$ cat src/rtl/adc_cmp_pkg.sv
package adc_cmp_pkg;

   typedef struct packed {
      logic en;     // 1 = compare against threshold, 0 = always fire
      logic above;  // 1 = fire on value >= threshold, 0 = fire on value < threshold
   } ch_mode_t;

   localparam ch_mode_t MODE_RESET = '{en: 1'b0, above: 1'b0};

endpackage

$ cat src/rtl/adc_cmp_cfg.sv
module adc_cmp_cfg
   import adc_cmp_pkg::*;
#(
   parameter int NUM_CH = 4,
   parameter int RES_W  = 12,
   localparam int CH_W  = (NUM_CH > 1) ? $clog2(NUM_CH) : 1
) (
   input  logic                    clk,
   input  logic                    rst_n,
   input  logic                    thr_we,
   input  logic [RES_W-1:0]        thr_wdata,
   input  logic                    mode_we,
   input  logic [CH_W-1:0]         mode_ch,
   input  logic                    mode_en,
   input  logic                    mode_above,
   output logic [RES_W-1:0]        thr_o,
   output ch_mode_t [NUM_CH-1:0]   mode_o
);

   logic [RES_W-1:0] thr_q;

   always_ff @(posedge clk) begin
      if (!rst_n)      thr_q <= '0;
      else if (thr_we) thr_q <= thr_wdata;
   end

   assign thr_o = thr_q;

   for (genvar c = 0; c < NUM_CH; c++) begin : g_mode
      ch_mode_t mode_q;
      always_ff @(posedge clk) begin
         if (!rst_n)
            mode_q <= MODE_RESET;
         else if (mode_we && (mode_ch == CH_W'(c)))
            mode_q <= '{en: mode_en, above: mode_above};
      end
      assign mode_o[c] = mode_q;


      mode_load_chk: assert property (@(posedge clk) disable iff (!rst_n)
         (mode_we && mode_ch == CH_W'(c)) |=> (mode_o[c].en == $past(mode_en)));
   end


   thr_hold_chk: assert property (@(posedge clk) disable iff (!rst_n)
      !thr_we |=> $stable(thr_o));

endmodule

$ cat src/rtl/adc_cmp_chan.sv
module adc_cmp_chan
   import adc_cmp_pkg::*;
#(
   parameter int IDX   = 0,
   parameter int RES_W = 12,
   parameter int CH_W  = 2
) (
   input  logic             clk,
   input  logic             rst_n,
   input  logic             res_valid,
   input  logic [CH_W-1:0]  res_ch,
   input  logic [RES_W-1:0] res_val,
   input  logic [RES_W-1:0] thr,
   input  ch_mode_t         mode,
   input  logic             clr,
   output logic             irq_o,
   output logic             evt_o
);

   logic mine;
   logic meets;
   logic fire;

   assign mine  = res_valid && (res_ch == CH_W'(IDX));
   assign meets = mode.above ? (res_val >= thr) : (res_val < thr);
   assign fire  = mine && (!mode.en || meets);

   always_ff @(posedge clk) begin
      if (!rst_n) begin
         irq_o <= 1'b0;
         evt_o <= 1'b0;
      end else begin
         evt_o <= fire;
         if (fire)     irq_o <= 1'b1;
         else if (clr) irq_o <= 1'b0;
      end
   end


   evt_flag_chk: assert property (@(posedge clk) disable iff (!rst_n)
      evt_o |-> irq_o);


   flag_hold_chk: assert property (@(posedge clk) disable iff (!rst_n)
      (irq_o && !clr) |=> irq_o);


   other_ch_chk: assert property (@(posedge clk) disable iff (!rst_n)
      (res_valid && res_ch != CH_W'(IDX)) |=> !evt_o);


   uncond_fire_chk: assert property (@(posedge clk) disable iff (!rst_n)
      (mine && !mode.en) |=> (evt_o && irq_o));


   no_src_chk: assert property (@(posedge clk) disable iff (!rst_n)
      !mine |=> !evt_o);

endmodule

$ cat src/rtl/adc_thresh_cmp.sv
module adc_thresh_cmp
   import adc_cmp_pkg::*;
#(
   parameter int NUM_CH         = 4,
   parameter int RES_W          = 12,
   parameter int NARROW_W       = 8,
   parameter bit NARROW_SUPPORT = 1'b1,
   localparam int CH_W          = (NUM_CH > 1) ? $clog2(NUM_CH) : 1
) (
   input  logic              clk,
   input  logic              rst_n,
   input  logic              thr_we,
   input  logic [RES_W-1:0]  thr_wdata,
   input  logic              mode_we,
   input  logic [CH_W-1:0]   mode_ch,
   input  logic              mode_en,
   input  logic              mode_above,
   input  logic              res_valid,
   input  logic [CH_W-1:0]   res_ch,
   input  logic              res_narrow,
   input  logic [RES_W-1:0]  res_data,
   input  logic [NUM_CH-1:0] irq_clr,
   output logic [NUM_CH-1:0] irq_flag,
   output logic [NUM_CH-1:0] evt_pulse
);

   if (NUM_CH < 1 || NUM_CH > 64) begin : g_bad_ch
      $error("NUM_CH out of range");
   end
   if (NARROW_W < 1 || NARROW_W >= RES_W) begin : g_bad_narrow
      $error("NARROW_W must be below RES_W");
   end

   logic [RES_W-1:0]      thr;
   ch_mode_t [NUM_CH-1:0] mode;
   logic [RES_W-1:0]      res_val;

   adc_cmp_cfg #(.NUM_CH(NUM_CH), .RES_W(RES_W)) u_cfg (
      .clk        (clk),
      .rst_n      (rst_n),
      .thr_we     (thr_we),
      .thr_wdata  (thr_wdata),
      .mode_we    (mode_we),
      .mode_ch    (mode_ch),
      .mode_en    (mode_en),
      .mode_above (mode_above),
      .thr_o      (thr),
      .mode_o     (mode)
   );

   if (NARROW_SUPPORT) begin : g_narrow
      assign res_val = res_narrow ? {{(RES_W-NARROW_W){1'b0}}, res_data[NARROW_W-1:0]}
                                  : res_data;
   end else begin : g_wide_only
      logic unused_narrow;
      assign unused_narrow = res_narrow;
      assign res_val = res_data;
   end

   for (genvar c = 0; c < NUM_CH; c++) begin : g_ch
      adc_cmp_chan #(.IDX(c), .RES_W(RES_W), .CH_W(CH_W)) u_chan (
         .clk       (clk),
         .rst_n     (rst_n),
         .res_valid (res_valid),
         .res_ch    (res_ch),
         .res_val   (res_val),
         .thr       (thr),
         .mode      (mode[c]),
         .clr       (irq_clr[c]),
         .irq_o     (irq_flag[c]),
         .evt_o     (evt_pulse[c])
      );
   end


   one_evt_chk: assert property (@(posedge clk) disable iff (!rst_n)
      $onehot0(evt_pulse));


   evt_needs_strobe_chk: assert property (@(posedge clk) disable iff (!rst_n)
      (evt_pulse != '0) |-> $past(res_valid));

endmodule

$ cat config.mk
export PLATFORM = sky130hd
export DESIGN_NAME = adc_thresh_cmp
export DESIGN_NICKNAME = d
export VERILOG_FILES = /design/src/rtl/adc_cmp_pkg.sv /design/src/rtl/adc_cmp_cfg.sv /design/src/rtl/adc_cmp_chan.sv /design/src/rtl/adc_thresh_cmp.sv
export SDC_FILE = /design/constraint.sdc
export NUM_CORES = 1
export LEC_CHECK = 0
export BUFFER_PORTS_ARGS = -buffer_cell sky130_fd_sc_hd__clkbuf_2
export CAP_MARGIN = 10
export CORE_MARGIN = 8
export CORE_UTILIZATION = 50
export DETAILED_ROUTE_END_ITERATION = 6
export GPL_TIMING_DRIVEN = 0
export PLACE_DENSITY = 0.86
export SETUP_SLACK_MARGIN = 0.2
export SYNTH_ARGS = -nofsm -noshare
export SYNTH_HDL_FRONTEND = slang
export SYNTH_SLANG_ARGS = --single-unit
$ cat constraint.sdc
create_clock -name clk -period 1.8 [get_ports clk]
set_input_delay 0.09 -clock clk [delete_from_list [all_inputs] [get_ports clk]]
set_output_delay 0.09 -clock clk [all_outputs]
set_load 0.02 [all_outputs]
==> reports/qor.yml, run 1 <==
status: "complete, but fails checks"
violations: "negative hold slack"
placedCellCount: 244
grt_usage: 0.145
pre_cts_ws_ps: 104
yosys.area_share.simple: 0.233
ys_seq_area_frac: 0.362
initial_utilization: 0.516
p_leak_nw: 0.970
port_buffers: 47
finalSetupTns_ps: 0
grt_pass1_wl_mm: 5.89
synth-edff-count: 0
ys_ff_latch: 28
maxCapViolCount: 0
gp_congestion: 0.847
grt_pass1_vias: 1352
setup_viol: 0
cts_num_sinks: 28
synth_warnings: 0
antenna_found_initial: 0
postSynthCellCount: 164
drtIter0Drc: 55
slowest_stage: "a211o_4"
yosys_most_used_dff: "dfxtp_1"
avgSynthCellArea_um2: 9.45
diodes: 0
grt_max_degree: 15
max_stage_delay_ps: 390
critPathKind: "reg -> reg"
die_area_um2: 5140
yosys.area_share.xor_xnor: 0
rsz0062_at_grt: "true"
drcViolationCount: 0
synth.area.mux_share: 0.129
dpl.hpwl_mm: 2.60
drv_slew: 0
finClkSkew_ps: 4.77
timing.hold.ws_ps: -0.101
synth_top_family_by_area: "simple AND/OR/NAND/NOR gates"
fp.dieH_um: 71.7
hp-class: "in -> reg"
die_w_um: 71.7
rows: 20
slew_headroom: 0.706
syn-num-nets: 216
setup_ws_ps: 103
core_um2: 3000
layoutNonFillerInstCount: 252
num_io_pins: 48
drt_first_pass_iters: 4
clock_path_buffers: 2
cts-root-buf: "clkbuf_4"
worstSetupEndpointType: "flop"
critPathRequiredTime_ps: 2030
period_share: 0.943
hold-path-cell-count: 3
ant_nets: 0
total_power_w: 0.00127
routedWlPerCell_um: 14.4
ir_drop_v: 0.000262
arrival_ps: 1930
clock_latency_ps: 340
grt-ovfl-total: 0
tritoncts: "built"
tightest_slew_ps: 441
dr_total_vias: 1363
vias_per_cell: 5.41
synth.distinct_cells: 28
fin_crit_ps: 1700
powerDensity_nw_per_um2: 627
path_max_fanout: 4
synthAdderAreaFrac: 0.0969
drive_gt1_frac: 0.379
area_growth_pct: 31.1
path_clk_slew_ps: 140
cts_made_buffers: 3
async_flop_share: 0
synth_compound_area_frac: 0.0985
nets: 273
cp-start-kind: "flop"
synth_area_um2: 1550
drt_wl_total_mm: 3.62
reg2reg_depth: 6
htreeDepth: 1
fmax_mhz: 589
hold_viol: 1
cp_cell_sequence: "inv_1 > ha_1 > nand4_4 > a211o_4 > a31oi_4 > nand3_1"
state kept, by name, summed over array words and instances, names as in the netlist:
| register | cells |
|---|---|
| u_cfg.thr_o | 12 |
| u_cfg.mode_o | 8 |
| g_ch.u_chan.evt_o | 4 |
| g_ch.u_chan.irq_o | 4 |
worst max-delay path, delay by kind of cell (launching register included):
| kind | cells | cell delay (ps) |
|---|---|---|
| flops | 1 | 370 |
| fa+ha+maj | 1 | 340 |
| simple gates | 2 | 250 |
| compound gates | 2 | 590 |
| buf+inv | 1 | 50 |
Yosys cell counts, types with 2 or more instances:
cell        n  area [um^2]
o2111ai_1   2         17.5
inv_1      14         52.6
nor2b_1    24          150
buf_4       8         60.1
nand3_1     6         30.0
nand4_1     3         18.8
a21oi_1     5         25.0
nand2_1     8         30.0
mux2i_1    20          200
o211ai_1    2         15.0
nand3b_1    6         45.0
ha_1       12          150
dfxtp_1    28          561
a31oi_1     4         25.0
nor2_1      7         26.3
nor3_1      2         10.0
clkbuf_1    2         7.51
path summary, 6_finish.rpt:
kind	start	to	slack, ps
setup / recovery	u_cfg.thr_o[10]	g_ch[3].u_chan.irq_o	100
hold / removal	thr_wdata[2]	u_cfg.thr_o[2]	-0.1
setup reg to reg	u_cfg.thr_o[10]	g_ch[3].u_chan.irq_o	100
hold reg to reg	g_ch[1].u_chan.irq_o	g_ch[1].u_chan.irq_o	510
kinds of logic (layout without fill, tap and decap cells):
group           Yosys count  count (layout)
buf+inv                  25              80
simple gates             60              60
fa+ha+maj                12              12
compound gates           19              19
flops                    28              28
mux                      20              20
placed cells by master, fill, tap and decap left out, types with 3 or more instances in the layout:
master and count:
clkbuf_4 3, nor2b_1 24, dfxtp_1 25, inv_1 13, clkbuf_2 47, nand3b_1 6, nand3_1 6, nand4_1 3
a21oi_1 3, nor2_1 7, mux2i_1 20, a31oi_2 3, ha_4 4, ha_1 8, dfxtp_2 3, buf_4 9
dlygate4sd3_1 4, nand2_1 8
layer usage:
metal / vias to the layer above / global-route usage / part of all wire
met4: 0 / 0.0884 / 0.028
met3: 10 / 0.0265 / 0.047
met5: - / 0 / 0
met1: 630 / 0.147 / 0.39
met2: 40 / 0.267 / 0.53
li1: 683 / - / -
report_power, final:
group	switching, W	leakage, nW	total [W]	internal [W]
clock	0.000187	0.0138	0.000266	0.0000790
combinational	0.000170	0.726	0.000339	0.000169
sequential	0.0000165	0.231	0.000670	0.000654
total	0.000373	0.970	0.00127	0.000901
final cells by class:
class	instances	area, um^2
sequential	28	564
timing repair buffer	52	283
multi-input combinational	111	996
tap	33	41.3
inverter	14	52.6
buffer	11	72.6
clock buffer	3	22.5
fill	234	971
metrics by stage:
step | util | cell area (um^2) | hold WS (ps)
6_report | 0.677 | 2030 | -0.101
5_1_grt | 0.677 | 2030 | 11.0
4_1_cts | 0.661 | 1980 | 2.19
3_5_place_dp | 0.608 | 1830 | 356
3_3_place_gp | 0.608 | 1830 | 349
2_1_floorplan | - | 1550 | 218
what timing repair did:
action / in CTS / in global routing
setup endpoints to repair: 8 / 8
hold endpoints to repair: 3 / 1
pin swaps: 8 / 1
setup buffers: 1 / 0
hold buffers: 3 / 1
gates resized for setup: 15 / 5
(Power assumes the default switching activity.)
==> run 2: changes to the inputs <==
--- a/config.mk
+++ b/config.mk
@@ -8,10 +8,11 @@
 export BUFFER_PORTS_ARGS = -buffer_cell sky130_fd_sc_hd__clkbuf_2
 export CAP_MARGIN = 10
 export CORE_MARGIN = 8
-export CORE_UTILIZATION = 50
+export CORE_UTILIZATION = 53
+export CTS_BUF_LIST = sky130_fd_sc_hd__clkbuf_8
 export DETAILED_ROUTE_END_ITERATION = 6
 export GPL_TIMING_DRIVEN = 0
-export PLACE_DENSITY = 0.86
+export PLACE_DENSITY = 0.9
 export SETUP_SLACK_MARGIN = 0.2
 export SYNTH_ARGS = -nofsm -noshare
 export SYNTH_HDL_FRONTEND = slang
==> constraint.sdc (replaced) <==
create_clock -name clk -period 1.9 [get_ports clk]
set_input_delay 0.095 -clock clk [delete_from_list [all_inputs] [get_ports clk]]
set_output_delay 0.095 -clock clk [all_outputs]
set_load 0.02 [all_outputs]
==> reports/qor.yml, run 2 (synthesis gave the netlist of run 1 again) <==
drtIter0Drc: 88  # +60%
drt_first_pass_iters: 5  # +1
fin_util: 0.769  # +0.0919
p_leak_nw: 0.989  # +1.9%
total_power_w: 0.00149  # +17%
setup_viol: 0  # unchanged
ant_nets: 0  # unchanged
dpl.hpwl_mm: 2.72  # +4.9%
grt-ovfl-total: 0  # unchanged
nets: 269  # -1.5%
num_io_pins: 48  # unchanged
drcViolationCount: 0  # unchanged
status: "finished, final reports clean"
arrival_ps: 1960  # +30 ps
multi_input_area_um2: 1080  # +8.2%
path_clk_slew_ps: 100  # -40 ps
vias_per_cell: 5.62  # +4.0%
cts_num_sinks: 28  # unchanged
cp-start-kind: "flop"
p_sw_frac: 0.277  # -0.0158
cts_made_buffers: 3  # unchanged
finClkSkew_ps: 8.69  # +3.92 ps
pwr-share-comb: 0.247  # -0.019
finalSetupTns_ps: 0  # unchanged
critPathKind: "reg -> reg"
core_um2: 2760  # -8.2%
routedWlPerCell_um: 18.6  # +29%
initial_utilization: 0.562  # +0.0459
diodes: 0  # unchanged
path_max_fanout: 4  # unchanged
seq_area_um2: 564  # unchanged
cts-root-buf: "clkbuf_8"
fp.dieH_um: 70.1  # -2.2%
hold_viol: 0  # -1
rsz0062_at_grt: "true"
area_growth_pct: 36.7
drv_slew: 0  # unchanged
slowest_stage: "a211o_4"
largest_register_ffs: 12  # unchanged
grt_pass1_vias: 1364  # +0.89%
die_area_um2: 4910  # -4.4%
p_switching_w: 0.000412  # +10%
drt_wl_total_mm: 4.58  # +27%
fmax_mhz: 556  # -5.6%
die_w_um: 70.1  # -2.2%
p_clk_frac: 0.325  # +0.116
cp_cell_sequence: "inv_1 > ha_4 > nand4_4 > a211o_4 > a31oi_2 > nand3_1"
grt_max_degree: 17  # +2
layoutNonFillerInstCount: 247  # -2.0%
slew_headroom: 0.662  # -0.0442
worstSetupEndpointType: "flop"
p_seq_frac: 0.428  # -0.098
tritoncts: "built"
fin_crit_ps: 1800  # +101 ps
clock_latency_ps: 290  # -50 ps
hp-class: "in -> reg"
mostFrequentLayoutCell: "clkbuf_2"
antenna_found_initial: 0  # unchanged
intPower_w: 0.00108  # +19%
critPathRequiredTime_ps: 2060  # +30 ps
gp_congestion: 0.763  # -9.9%
hold_buffers: 0  # -3
rows: 19  # -5.0%
dr_total_vias: 1389  # +1.9%
fillCellCount: 188  # -20%
clock_path_buffers: 2  # unchanged
tightest_slew_ps: 504  # +62.4 ps
drive_gt1_frac: 0.435  # +0.0562
final_cell_mix: "clkbuf_2, dfxtp_1, nor2b_1, mux2i_1, inv_1"
maxCapViolCount: 0  # unchanged
port_buffers: 47  # unchanged
powerDensity_nw_per_um2: 702  # +12%
grt_usage: 0.140  # -0.00532
placedCellCount: 242  # -0.82%
ir_drop_v: 0.000568  # +120%
period_share: 0.947  # +0.00348
htreeDepth: 1  # unchanged
timing.hold.ws_ps: 63.0  # +63.1 ps
max_stage_delay_ps: 400  # about the same
grt_pass1_wl_mm: 5.86  # -0.46%
## run 2: changes by cell type in the layout (fill, tap and decap cells not counted), sizes merged
cell	delta
dlygate4sd3	-4
bufinv	+1
## run 2: final cells by class
type | instances | share of cell area
sequential | 28 | 0.266
buffer | 11 | 0.0342
timing repair buffer | 48 | 0.115
inverter | 14 | 0.0248
tap | 31 | 0.0183
clock inverter | 1 | 0.0142
clock buffer | 3 | 0.0195
multi-input combinational | 111 | 0.508
## run 2: per-stage QoR
stage | worst slack [ps] | instance area [um^2]
finish | 102 | 2120
global route | 23.0 | 2120
CTS | 198 | 1900
detailed placement | 209 | 1820
global placement | 253 | 1820
floorplan | 357 | 1550
## run 2: what timing repair did
| action | in CTS | in global routing |
|---|---|---|
| gates resized for setup | 0 | 34 |
| gates cloned | 0 | 0 |
| buffers inserted | 0 | 1 |
| setup endpoints to repair | 1 | 8 |
| pin swaps | 0 | 14 |
## run 2: power groups by stage
stage / Sequential (W) / Combinational, W / Clock [W]
finish: 0.000637 / 0.000367 / 0.000483
global route: 0.000641 / 0.000395 / 0.000510
CTS: 0.000634 / 0.000269 / 0.000479
detailed placement: 0.000647 / 0.000266 / 0
global placement: 0.000646 / 0.000258 / 0
floorplan: 0.000643 / 0.000180 / 0
## run 2: routing by layer
metal	vias up	share of wire	track usage
li1	669	-	-
met1	656	0.39	0.153
met2	51	0.52	0.246
met3	13	0.048	0.0268
met4	0	0.036	0.0781
met5	-	0	0
## run 2: path summary, 6_finish.rpt
path | startpoint | slack [ps] | to | cells after the start
setup / recovery | u_cfg.thr_o[9] | 100 | g_ch[1].u_chan.irq_o | 6
hold / removal | thr_wdata[3] | 60 | u_cfg.thr_o[3] | 3
setup reg to reg | u_cfg.thr_o[9] | 100 | g_ch[1].u_chan.irq_o | 6
hold reg to reg | u_cfg.thr_o[2] | 520 | u_cfg.thr_o[2] | 2
## run 2: worst max-delay path, delay by kind of cell, from the launching register on
kind	cells	cell delay, ps
compound gates	2	630
simple gates	2	290
fa+ha+maj	1	310
buf+inv	1	100
flops	1	350
==> run 3: changes to the inputs <==
--- a/config.mk
+++ b/config.mk
@@ -9,7 +9,7 @@
 export CAP_MARGIN = 10
 export CORE_MARGIN = 8
 export CORE_UTILIZATION = 53
-export CTS_BUF_LIST = sky130_fd_sc_hd__clkbuf_8
+export CTS_BUF_LIST = sky130_fd_sc_hd__clkbuf_2 sky130_fd_sc_hd__clkbuf_4 sky130_fd_sc_hd__clkbuf_8
 export DETAILED_ROUTE_END_ITERATION = 6
 export GPL_TIMING_DRIVEN = 0
 export PLACE_DENSITY = 0.9
==> reports/qor.yml, run 3 (synthesis gave the netlist of run 1 again) <==
diodes: 0  # unchanged
critPathKind: "reg -> reg"
fin_crit_ps: 1740  # -55.2 ps
mostFrequentLayoutCell: "clkbuf_2"
hp-class: "in -> reg"
grt_pass1_wl_mm: 5.95  # +1.5%
finClkSkew_ps: 8.16  # -0.528 ps
timing.hold.ws_ps: 5.17  # -57.8 ps
status: "finished, final reports clean"
port_buffers: 47  # unchanged
tritoncts: "built"
ir_drop_v: 0.000494  # -13%
drt_wl_total_mm: 4.11  # -10%
fmax_mhz: 574  # +3.2%
path_clk_slew_ps: 160  # +60 ps
powerDensity_nw_per_um2: 662  # -5.6%
hold_viol: 0  # unchanged
tightest_slew_ps: 483  # -20.9 ps
drv_slew: 0  # unchanged
setup_viol: 0  # unchanged
nets: 269  # unchanged
critPathRequiredTime_ps: 2190  # +130 ps
gp_congestion: 0.763  # unchanged
cp-start-kind: "flop"
period_share: 0.917  # -0.0290
path_max_fanout: 4  # unchanged
finalSetupTns_ps: 0  # unchanged
arrival_ps: 2040  # +80 ps
fp.dieH_um: 70.1  # unchanged
area_growth_pct: 35.4
drtIter0Drc: 31  # -65%
grt_usage: 0.140  # +0.000579
ant_nets: 0  # unchanged
num_io_pins: 48  # unchanged
largest_register_ffs: 12  # unchanged
slew_headroom: 0.678  # +0.0165
drt_first_pass_iters: 4  # -1
worstSetupEndpointType: "flop"
clock_latency_ps: 340  # +50 ps
rows: 19  # unchanged
p_leak_nw: 0.975  # -1.4%
core_um2: 2760  # unchanged
final_cell_mix: "clkbuf_2, nor2b_1, dfxtp_1, mux2i_1, inv_1"
die_area_um2: 4910  # unchanged
fillCellCount: 191  # +1.6%
htreeDepth: 1  # unchanged
grt_pass1_vias: 1410  # +3.4%
drcViolationCount: 0  # unchanged
grt_max_degree: 17  # unchanged
antenna_found_initial: 0  # unchanged
vias_per_cell: 5.49  # -2.4%
cts-root-buf: "clkbuf_4"
cts_made_buffers: 3  # unchanged
die_w_um: 70.1  # unchanged
clock_path_buffers: 2  # unchanged
rsz0062_at_grt: "true"
routedWlPerCell_um: 16.6  # -10%
cts_num_sinks: 28  # unchanged
grt-ovfl-total: 0  # unchanged
initial_utilization: 0.562  # unchanged
maxCapViolCount: 0  # unchanged
dpl.hpwl_mm: 2.72  # unchanged
hold_buffers: 0  # unchanged
dr_total_vias: 1356  # -2.4%
drive_gt1_frac: 0.421  # -0.0139
==> run 3: worst max-delay path, stage by stage, from the launching register on <==
cell and delay [ps]:
dfxtp_1 380, inv_1 60, ha_1 290, nand4_1 220
a311oi_4 460, o2111ai_2 200, nand3_1 100
==> run 3: worst paths after layout <==
path | startpoint | endpoint | slack (ps) | depth (start not counted)
max | u_cfg.thr_o[4] | g_ch[0].u_chan.irq_o | 160 | 6
min | thr_wdata[3] | u_cfg.thr_o[3] | 5 | 3
max reg2reg | u_cfg.thr_o[4] | g_ch[0].u_chan.irq_o | 160 | 6
min reg2reg | g_ch[0].u_chan.irq_o | g_ch[0].u_chan.irq_o | 520 | 2
==> run 3: where the power goes <==
group / internal (W) / switching (W)
clock: 0.000214 / 0.000185
sequential: 0.000620 / 0.0000178
combinational: 0.000168 / 0.000185
==> run 3: area by class of cell <==
cell class	instances	area [um^2]	area share
multi-input cells	111	1070	0.512
flip-flops and latches	28	566	0.270
repair buffers	48	243	0.116
plain buffers	11	72.6	0.0346
inverters	14	52.6	0.0250
well taps	31	38.8	0.0185
clock inverters	1	30.0	0.0143
clock buffers	3	22.5	0.0107
==> run 3: metrics by stage <==
stage / instance area, um^2 / setup WS, ps / utilization / cells / power (W)
global route: 2100 / 34.5 / 0.761 / 247 / 0.00145
finish: 2100 / 157 / 0.761 / 247 / 0.00139
floorplan: 1550 / 357 / - / 164 / 0.000822
CTS: 1890 / 193 / 0.685 / 246 / 0.00130
detailed placement: 1820 / 209 / 0.662 / 242 / 0.000914
global placement: 1820 / 253 / 0.662 / 242 / 0.000904
==> run 3: routing by layer <==
layer | vias up | part of all wire | track usage
li1 | 668 | - | -
met1 | 628 | 0.40 | 0.145
met4 | 0 | 0.036 | 0.0826
met5 | - | 0 | 0
met3 | 16 | 0.053 | 0.0311
met2 | 44 | 0.52 | 0.252
==> run 3: timing repair <==
action,in CTS,in global routing
gates resized for setup,2,30
pin swaps,1,11
endpoints found under the setup margin,3,8
buffers inserted,0,1
